<file path="src/rtl/rxl_pkg.sv">
package rxl_pkg;
  localparam int WORD_W  = 32;
  localparam int HALF_W  = WORD_W / 2;
  localparam int LBL_LSB = 8;
  localparam int LBL_W   = 2;

  typedef logic [WORD_W-1:0] word_t;
  typedef logic [HALF_W-1:0] half_t;
  typedef logic [LBL_W-1:0]  lbl_t;

  function automatic logic label_pass(input word_t w, input logic en, input lbl_t want);
    lbl_t got;
    got = w[LBL_LSB +: LBL_W];
    return !en || (got == want);
  endfunction

  function automatic half_t half_of(input word_t w, input logic upper);
    return upper ? w[HALF_W +: HALF_W] : w[0 +: HALF_W];
  endfunction
endpackage

</file>
<file path="src/rtl/rxl_grant.sv">
module rxl_grant #(
  parameter int NCH = 2
) (
  input  logic [NCH-1:0] req,
  output logic [NCH-1:0] gnt,
  output logic           any
);
  logic [NCH:0] blocked;

  assign blocked[0] = 1'b0;
  for (genvar c = 0; c < NCH; c++) begin : g_pri
    assign gnt[c]       = req[c] & ~blocked[c];
    assign blocked[c+1] = blocked[c] | req[c];
  end
  assign any = blocked[NCH];
endmodule

</file>
<file path="src/rtl/rxl_chan.sv">
module rxl_chan
  import rxl_pkg::*;
(
  input  logic  clk,
  input  logic  rst_n,
  input  logic  eos,
  input  word_t word_in,
  input  logic  match_en,
  input  lbl_t  match_bits,
  input  logic  rd_grant,
  input  logic  half_sel,
  output word_t word_q,
  output logic  rdy_n,
  output logic  acc_evt,
  output logic  done_evt
);
  logic got_lo, got_hi;
  logic rd_live;

  assign acc_evt  = eos & label_pass(word_in, match_en, match_bits);
  assign rd_live  = rd_grant & ~rdy_n;
  assign done_evt = rd_live & ~acc_evt & (half_sel ? got_lo : got_hi);

  always_ff @(posedge clk or negedge rst_n) begin
    if (!rst_n) begin
      word_q <= '0;
      rdy_n  <= 1'b1;
      got_lo <= 1'b0;
      got_hi <= 1'b0;
    end else if (acc_evt) begin
      word_q <= word_in;
      rdy_n  <= 1'b0;
      got_lo <= 1'b0;
      got_hi <= 1'b0;
    end else if (done_evt) begin
      rdy_n  <= 1'b1;
      got_lo <= 1'b0;
      got_hi <= 1'b0;
    end else if (rd_live) begin
      got_lo <= got_lo | ~half_sel;
      got_hi <= got_hi | half_sel;
    end
  end
endmodule

</file>
<file path="src/rtl/rxl_bus.sv">
module rxl_bus
  import rxl_pkg::*;
#(
  parameter int NCH = 2
) (
  input  logic [NCH*WORD_W-1:0] words,
  input  logic [NCH-1:0]        gnt,
  input  logic                  half_sel,
  output half_t                 bus_q
);
  half_t part [NCH];

  for (genvar c = 0; c < NCH; c++) begin : g_part
    assign part[c] = gnt[c] ? half_of(words[c*WORD_W +: WORD_W], half_sel) : '0;
  end

  always_comb begin
    bus_q = '0;
    for (int c = 0; c < NCH; c++) bus_q = bus_q | part[c];
  end
endmodule

</file>
<file path="src/rtl/arinc_word_readout.sv">
module arinc_word_readout
  import rxl_pkg::*;
#(
  parameter int NCH = 2
) (
  input  logic                  clk,
  input  logic                  rst_n,
  input  logic [NCH-1:0]        eos,
  input  logic [NCH*WORD_W-1:0] rx_word,
  input  logic                  match_en,
  input  logic [NCH*LBL_W-1:0]  match_bits,
  input  logic [NCH-1:0]        rd_stb,
  input  logic                  half_sel,
  output logic [NCH-1:0]        rdy_n,
  output logic [HALF_W-1:0]     bus_q,
  output logic                  bus_oe
);
  logic [NCH-1:0]        gnt;
  logic [NCH-1:0]        acc_evt;
  logic [NCH-1:0]        done_evt;
  logic [NCH*WORD_W-1:0] words;

  rxl_grant #(.NCH(NCH)) u_grant (
    .req (rd_stb),
    .gnt (gnt),
    .any (bus_oe)
  );

  for (genvar c = 0; c < NCH; c++) begin : g_ch
    rxl_chan u_chan (
      .clk        (clk),
      .rst_n      (rst_n),
      .eos        (eos[c]),
      .word_in    (rx_word[c*WORD_W +: WORD_W]),
      .match_en   (match_en),
      .match_bits (match_bits[c*LBL_W +: LBL_W]),
      .rd_grant   (gnt[c]),
      .half_sel   (half_sel),
      .word_q     (words[c*WORD_W +: WORD_W]),
      .rdy_n      (rdy_n[c]),
      .acc_evt    (acc_evt[c]),
      .done_evt   (done_evt[c])
    );
  end

  rxl_bus #(.NCH(NCH)) u_bus (
    .words    (words),
    .gnt      (gnt),
    .half_sel (half_sel),
    .bus_q    (bus_q)
  );
endmodule

</file>
<file path="config.mk">
export PLATFORM = sky130hd
export DESIGN_NAME = arinc_word_readout
export DESIGN_NICKNAME = d
export VERILOG_FILES = /design/src/rtl/rxl_pkg.sv /design/src/rtl/rxl_grant.sv /design/src/rtl/rxl_chan.sv /design/src/rtl/rxl_bus.sv /design/src/rtl/arinc_word_readout.sv
export SDC_FILE = /design/constraint.sdc
export NUM_CORES = 1
export LEC_CHECK = 0
export ABC_AREA = 1
export BUFFER_PORTS_ARGS = -buffer_cell sky130_fd_sc_hd__buf_2
export CAP_MARGIN = 20
export CORE_ASPECT_RATIO = 0.75
export CORE_MARGIN = 3
export CORE_UTILIZATION = 52
export DETAILED_ROUTE_END_ITERATION = 6
export PLACE_DENSITY = 0.77
export SETUP_SLACK_MARGIN = 0.3
export SYNTH_ARGS = -nofsm -noshare
export SYNTH_HDL_FRONTEND = slang
export SYNTH_SLANG_ARGS = --single-unit
</file>
<file path="constraint.sdc">
create_clock -name clk -period 1.09 [get_ports clk]
set_input_delay 0.109 -clock clk [delete_from_list [all_inputs] [get_ports clk]]
set_output_delay 0.109 -clock clk [all_outputs]
set_load 0.05 [all_outputs]
</file>
==> impl_metrics.py, run 1 <==
metrics = {
    "logic_synthesis": {
        "ys_seq_area_share_pct": 53.31,
        "yosys-top-cells-area": "dfrtp_1 52%, nand2_1 23%, o21ai_0 5.5%",
        "yosys.area.top_type": "dfrtp_1",
        "synth_warnings": 0,
        "synthCells": 426,
        "synth_area_mm2": 0.003291,
        "yosys_register_bits": 70,
        "synth_top_area_share_pct": 51.71,
        "synth_nets": 502,
        "syn_area_per_cell_um2": 7.725,
        "ys_types": 17,
    },
    "global_route": {
        "grt_max_degree": 71,
    },
    "cts": {
        "cts_sinks": 70,
        "cts-buffers-inserted": 9,
        "cts-root-buf": "clkbuf_8",
        "htree_num_levels": 3,
        "ctsLongestPathBuffers": 2,
    },
    "floorplan": {
        "num_rows": 24,
        "die_w_um": 97.86,
        "die_h_um": 74.89,
        "io_pins": 95,
        "start_util_pct": 55.07,
    },
    "status": {
        "error_line": "[ERROR DPL-0038] Utilization greater than 100%, impossible to legalize",
        "status": "stopped before the end",
        "failed_stage": "global routing (5_1_grt)",
    },
    "sta": {
        "worstEndpointType": "top-level output",
        "worstEndpointGrtRepair": "bus_q[1]",
    },
    "placement": {
        "post-place-ws_ns": -0.1410,
        "routabilityCongestion": 0.8679,
        "port-buffer-count": 94,
        "dp_hpwl_um": 6701,
    },
}
-- repair_timing --
item | in CTS
resized for setup | 116
setup buffers | 7
pin swaps | 23
endpoints found under the setup margin | 26
gates cloned | 2
hold buffers | 58
endpoints found under the hold margin | 125
-- logic make-up after synthesis --
kind of cell	after synthesis	synth area share (%)
AOI/OAI and AO/OA	55	8.973
buffers and inverters	44	7.680
DFF	70	53.31
and+or+nand+nor	257	30.04
-- through the flow --
stage / hold slack (ns) / std cells / utilization [%] / cell area (um2) / TNS, ns
after CTS: 0.0007787 / 683 / 94.07 / 5622 / -3.739
after global placement: 0.1595 / 600 / 73.58 / 4397 / -1.596
after detailed placement: 0.1564 / 600 / 73.58 / 4397 / -1.917
after floorplan: -0.1866 / 426 / - / 3755 / 0
-- synthesized netlist by cell type, drive strengths merged --
cell,count
a21oi,2
buf,22
clkbuf,4
dfrtp,68
dfstp,2
inv,18
nand2,208
nand3,9
nor2,37
o21ai,37
o22ai,16
or2,3
==> run 2, diff against run 1 <==
- CORE_ASPECT_RATIO: 0.75 -> not set
- CORE_UTILIZATION: 52 -> 40
- PLACE_DENSITY: 0.77 -> not set
- PLACE_DENSITY_LB_ADDON: not set -> 0.15
- SETUP_SLACK_MARGIN: 0.3 -> not set
==> run 2 against run 1 <==
  * The flow now finishes, with violations (setup timing)
  * Area after synthesis unchanged
  * Synthesized cell count unchanged
==> impl_metrics.py, run 2 <==
metrics = {
    "status": {
        "status": "finished, violations left",
        "violations": "setup timing",
    },
    "logic_synthesis": {
        "synthCells": 426,
        "synth_nets": 502,
        "dominantRegCellSynth": "dfrtp_1",
        "syn_area_per_cell_um2": 7.725,
        "synth_top_area_share_pct": 51.71,
        "ys_seq_area_share_pct": 53.31,
        "ys_types": 17,
        "synth_common_cells": "206 x nand2_1, 68 x dfrtp_1, 37 x nor2_1",
        "synth_warnings": 0,
        "synth_edf_count": 0,
        "synth_most_common_cell": "nand2_1",
        "synth_area_mm2": 0.003291,
        "yosys-top-cells-area": "dfrtp_1 52%, nand2_1 23%, o21ai_0 5.5%",
        "yosys.area.top_type": "dfrtp_1",
        "synthArstFlopShare_pct": 100.0,
        "yosys_register_bits": 70,
    },
    "cells_and_area": {
        "largest_reg_flops": 64,
        "area_growth_syn_to_layout_pct": 64.60,
        "regArea_mm2": 0.001754,
        "final_common_cell": "nand2_1",
        "design_area_mm2": 0.005416,
        "fillers": 640,
        "finalNonFillerCells": 699,
        "num_antenna_cells": 0,
        "largest-register": "g_ch.u_chan.word_q",
        "multi_input_area_mm2": 0.001768,
        "layout.nets": 669,
        "final_cell_mix": "205 x nand2_1, 76 x buf_2, 68 x dfrtp_1, 60 x dlygate4sd3_1, 33 x o21ai_2",
        "drive_gt1_share_pct": 39.20,
    },
    "global_route": {
        "grt.overflow.total": 0,
        "met2_usage_pct": 34.55,
        "grtUsageMet1_pct": 29.19,
        "antenna_found_initial": 0,
        "grt_max_degree": 39,
        "busiest_layer": "met2",
        "grt_pass1_vias": 3413,
        "grt_use_total_pct": 21.22,
        "use_met3_pct": 4.110,
        "grt_pass1_wl_um": 16210,
    },
    "power": {
        "pwr_density_cell_mw_per_mm2": 1387,
        "p_clk_share_pct": 26.7,
        "leakage_nw": 2.709,
        "vdd_drop_max_mv": 0.6700,
        "combPwrFrac_pct": 29.5,
        "p_seq_share_pct": 43.8,
        "power_switching_share_pct": 33.20,
        "p_int_mw": 5.017,
        "p_sw_mw": 2.494,
    },
    "floorplan": {
        "start_util_pct": 41.93,
        "num_rows": 32,
        "die_h_um": 96.70,
        "core_mm2": 0.007848,
        "design.die.area_mm2": 0.009351,
        "die_w_um": 96.70,
        "io_pins": 95,
    },
    "critical_path": {
        "cp_num_buf_inv": 1,
        "cpPeakStageDelay_ns": 0.43,
        "cp_max_fo": 2,
        "end_kind": "output port",
        "crit_required_ns": 0.98,
        "cp_data_arrival_time_ns": 1.20,
        "critPathTopFamily": "flip-flops",
        "criticalPathCategory": "reg -> out",
        "crit_chain": "o21ai_2, o22ai_4, buf_6",
        "cp-start-kind": "flip-flop",
        "critPathSlowestCell": "dfrtp_1",
    },
    "flow_run": {
        "maxCapViolCount": 0,
    },
    "sta": {
        "slew_headroom_pct": 78.49,
        "finalCritPeriodShare_pct": 120.3,
        "rsz0062_at_grt": "yes",
        "holdWs_ns": 0.007759,
        "setup_viol": 18,
        "tns_ns": -3.057,
        "hold_violations": 0,
        "layout_setup_ws_ns": -0.2215,
        "fin_crit_ns": 1.311,
        "report.final.slew_viol_count": 0,
        "fmax_mhz": 762.5,
        "skew_ns": 0.006071,
        "tightest_slew_ns": 0.3215,
    },
    "route": {
        "vias": 3298,
        "first_iter_violations": 184,
        "ant_nets": 0,
        "drt_wl_total_um": 9731,
        "routedWlPerCell_um": 13.92,
        "vias_per_cell": 4.718,
        "drc": 0,
        "drt_first_pass_iters": 4,
    },
    "cts": {
        "ctsLongestPathBuffers": 2,
        "cts_tree": "built",
        "cts_sinks": 70,
        "cts-root-buf": "clkbuf_8",
        "worstSkewPairLatency_ns": 0.34,
        "path_clk_slew_ns": 0.08,
        "cts-buffers-inserted": 9,
        "htree_num_levels": 3,
    },
    "placement": {
        "placed_cell_area_mm2": 0.004212,
        "post-place-cells": 621,
        "port-buffer-count": 94,
        "routabilityCongestion": 0.8212,
        "dp_hpwl_um": 6581,
    },
    "hold_path": {
        "hp-class": "in -> reg",
    },
}
==> run 2: tightest hold or removal path: stages <==
cell	delay (ns)
buf_2	0.08
nand2_1	0.06
nand2_1	0.07
==> run 2: cells by family after synthesis <==
kind of cell / Yosys count / share of synthesized area (%)
AO/OA/AOI/OAI: 55 / 8.973
AND/OR/NAND/NOR: 257 / 30.04
buffers and inverters: 44 / 7.680
flip-flops: 70 / 53.31
==> run 2: path summary, 6_finish.rpt <==
kind / start / to / slack [ns] / cells past startpoint
setup / recovery: g_ch[1].u_chan.word_q[2]$_DFFE_PN0N_ / bus_q[2] / -0.22 / 3
hold / removal: rx_word[54] / g_ch[1].u_chan.word_q[22]$_DFFE_PN0N_ / 0.008 / 3
setup reg to reg: g_ch[0].u_chan.rdy_n$_DFFE_PN1P_ / g_ch[0].u_chan.got_lo$_DFFE_PN0P_ / 0.04 / 6
hold reg to reg: g_ch[0].u_chan.word_q[9]$_DFFE_PN0N_ / g_ch[0].u_chan.word_q[9]$_DFFE_PN0N_ / 0.50 / 2
max in group asynchronous: rst_n / g_ch[1].u_chan.rdy_n$_DFFE_PN1P_ / 0.45 / 3
min in group asynchronous: rst_n / g_ch[1].u_chan.word_q[8]$_DFFE_PN0N_ / 0.15 / 2
==> run 2: metrics by stage <==
| step | worst slack, ns | utilization, % | total power, mW |
|---|---|---|---|
| 3_5_place_dp | -0.2354 | 53.67 | 4.993 |
| 6_report | -0.2215 | 69.02 | 7.511 |
| 4_1_cts | -0.2385 | 68.27 | 7.502 |
| 3_3_place_gp | -0.1818 | 53.67 | 4.964 |
| 2_1_floorplan | -0.06986 | - | 4.389 |
| 5_1_grt | -0.2471 | 69.02 | 7.899 |
==> run 2: timing repair <==
action | in CTS | in global routing
hold buffers | 60 | 0
hold endpoints to repair | 127 | 0
gates resized for setup | 129 | 17
setup endpoints to repair | 18 | 23
buffers inserted | 3 | 1
pin swaps | 32 | 17
==> run 2: power by group through the flow <==
stage | Combinational [mW] | Clock, mW | Sequential (mW)
global route | 2.41 | 2.16 | 3.33
floorplan | 1.23 | 0 | 3.16
global placement | 1.72 | 0 | 3.24
detailed placement | 1.75 | 0 | 3.24
finish | 2.21 | 2.01 | 3.29
CTS | 2.17 | 2.05 | 3.28
==> run 2: layout make-up <==
type                            instances  share of cell area, %
Sequential cell                        70                  32.39
Inverter                               18                  1.294
Clock inverter                          6                  1.178
Tap cell                              102                  2.356
Clock buffer                            9                  2.287
Timing Repair Buffer                  182                  27.86
Multi-Input combinational cell        312                  32.64
==> run 2: layer usage <==
layer | share of wire, % | vias to the layer above
met2 | 48 | 79
met3 | 3.9 | 10
met5 | 0 | -
li1 | - | 1669
met4 | 1.0 | 0
met1 | 47 | 1540
Note: power is estimated with default switching activity, not from simulation.
==> run 3, diff against run 2 <==
- SYNTH_HIERARCHICAL: not set -> 1
==> run 3 against run 2 <==
  * The run still ends with setup timing left
  * Clock-buffer cell count increased by 2
  * Via count is 10% higher
  * Total power up 3.0%
  * Cell count increased by 15%
  * Register-to-register slack gained 0.06 ns
  * Synthesized cell count increased by 23%
  * Critical path depth up 2
  * Sequential power down 3%
  * Fmax is 1.3% higher
  * Cell area increased by 1.3%
  * Largest cell class is now sequential cells
  * Largest power group unchanged
==> impl_metrics.py, run 3 <==
metrics = {
    "status": {
        "status": "finished, violations left",
        "violations": "setup timing",
    },
    "hold_path": {
        "worstHoldStart": "rx_word[9]",
        "hold_depth": 3,
        "hp-class": "in -> reg",
        "min_to": "g_ch[0].u_chan/word_q[9]$_DFFE_PN0N_",
    },
    "critical_path": {
        "rrSetupSlack_ns": 0.10,
        "cp-start-kind": "flip-flop",
        "cpPeakStageDelay_ns": 0.41,
        "cp_max_fo": 2,
        "cp_data_arrival_time_ns": 1.19,
        "end_kind": "output port",
        "r2r_end": "g_ch[1].u_chan/got_lo$_DFFE_PN0P_",
        "r2r-start": "g_ch[1].u_chan/rdy_n$_DFFE_PN1P_",
        "crit_top_cell": "nand2_2",
        "critPathSlowestCell": "dfrtp_1",
        "criticalPathCategory": "reg -> out",
        "crit_chain": "inv_2, nand2_2, nand3_2, nand2_2, buf_8",
        "crit_required_ns": 0.98,
        "crit_start": "g_ch[0].u_chan/word_q[11]$_DFFE_PN0N_",
        "r2r_cells": 5,
    },
    "cts": {
        "worstSkewPairLatency_ns": 0.34,
        "cts_tree": "built",
        "path_clk_slew_ns": 0.08,
        "ctsLongestPathBuffers": 2,
        "cts_sinks": 70,
        "cts-buffers-inserted": 9,
        "cts-root-buf": "clkbuf_8",
        "htree_num_levels": 3,
    },
    "sta": {
        "tightest_slew_ns": 0.3758,
        "fin_crit_ns": 1.294,
        "fmax_mhz": 772.6,
        "tns_ns": -3.021,
        "layout_setup_ws_ns": -0.2044,
        "holdWs_ns": 0.04179,
        "skew_ns": 0.002717,
        "setup_viol": 18,
        "report.final.slew_viol_count": 0,
        "hold_violations": 0,
        "rsz0062_at_grt": "yes",
        "slew_headroom_pct": 74.95,
        "finalCritPeriodShare_pct": 118.7,
    },
    "global_route": {
        "antenna_found_initial": 0,
        "grt_max_degree": 71,
        "grt.overflow.total": 0,
        "grt_pass1_wl_um": 16790,
        "grt_pass1_vias": 3611,
        "grt_use_total_pct": 20.55,
    },
    "cells_and_area": {
        "num_antenna_cells": 0,
        "largest-register": "g_ch.u_chan/word_q",
        "drive_gt1_share_pct": 29.70,
        "final_cell_mix": "248 x nand2_1, 75 x buf_2, 73 x inv_1, 68 x dfrtp_1, 61 x dlygate4sd3_1",
        "area_growth_syn_to_layout_pct": 47.26,
        "final_common_cell": "nand2_1",
        "layout.nets": 768,
        "largest_reg_flops": 64,
        "fillers": 813,
        "design_area_mm2": 0.005485,
    },
    "floorplan": {
        "core_mm2": 0.008891,
        "io_pins": 95,
        "start_util_pct": 41.89,
        "die_h_um": 102.5,
        "design.die.area_mm2": 0.01051,
        "die_w_um": 102.5,
        "num_rows": 34,
    },
    "power": {
        "pwr_density_cell_mw_per_mm2": 1411,
        "vdd_drop_max_mv": 0.6828,
        "leakage_nw": 3.130,
    },
    "logic_synthesis": {
        "synth_nets": 601,
        "synth_area_mm2": 0.003725,
        "syn_area_per_cell_um2": 7.095,
        "synth_warnings": 6,
        "synthCells": 525,
    },
    "route": {
        "drc": 0,
        "drt_first_pass_iters": 4,
        "routedWlPerCell_um": 13.00,
        "vias_per_cell": 4.522,
        "ant_nets": 0,
        "vias": 3640,
        "first_iter_violations": 203,
        "drt_wl_total_um": 10470,
    },
    "flow_run": {
        "maxCapViolCount": 0,
    },
    "placement": {
        "post-place-ws_ns": -0.09008,
        "port-buffer-count": 94,
        "routabilityCongestion": 0.8235,
        "placed_cell_area_mm2": 0.004273,
        "dp_hpwl_um": 6783,
    },
}
-- run 3: per-layer routing --
| layer | GRT usage (%) | vias to the layer above | routed length, um |
|---|---|---|---|
| met3 | 4.263 | 10 | 548 |
| met4 | 5.045 | 0 | 104 |
| li1 | - | 1858 | - |
| met1 | 27.57 | 1673 | 4841 |
| met5 | 0 | - | 0 |
| met2 | 34.16 | 99 | 4973 |
-- run 3: layout make-up --
cell class	instances	area [um2]	area share (%)
timing repair buffer	182	1503	27.40
multi-input combinational	346	1559	28.42
tap	108	135.1	2.464
clock buffer	11	131.4	2.395
sequential	70	1754	31.98
inverter	83	319.1	5.817
clock inverter	5	83.83	1.528
-- run 3: worst max-delay path by stage --
stage	to	slack [ns]	cells past startpoint
after floorplan	g_ch[0].u_chan/got_hi$_DFFE_PN0P_	0.03	4
after global placement	bus_q[4]	-0.07	6
after detailed placement	g_ch[0].u_chan/word_q[13]$_DFFE_PN0N_	-0.09	10
after CTS	bus_q[11]	-0.22	5
after global routing	bus_q[11]	-0.27	5
final	bus_q[11]	-0.20	5
-- run 3: power breakdown --
group / switching (mW) / total, mW / internal (mW)
registers: 0.212 / 3.19 / 2.97
logic: 1.28 / 2.26 / 0.982
clock network: 0.997 / 2.30 / 1.30
-- run 3: repair_timing --
item,4_1_cts,5_1_grt
pin swaps,18,7
endpoints found under the hold margin,128,0
hold buffers,61,0
buffers inserted,9,8
resized for setup,64,19
endpoints found under the setup margin,18,22
-- run 3: metrics by stage --
stage          power [mW]  util (%)  cells
6_report            7.739     61.69    805
2_1_floorplan       4.399         -    525
5_1_grt             8.193     61.69    805
3_3_place_gp        4.899     48.06    712
4_1_cts             7.733     60.37    798
3_5_place_dp        4.932     48.06    712
-- run 3: worst max-delay path, delay by kind of cell, from the launching register on --
| family | cells | cell delay, ns |
|---|---|---|
| buf+inv | 2 | 0.24 |
| flops | 1 | 0.41 |
| simple gates | 3 | 0.20 |
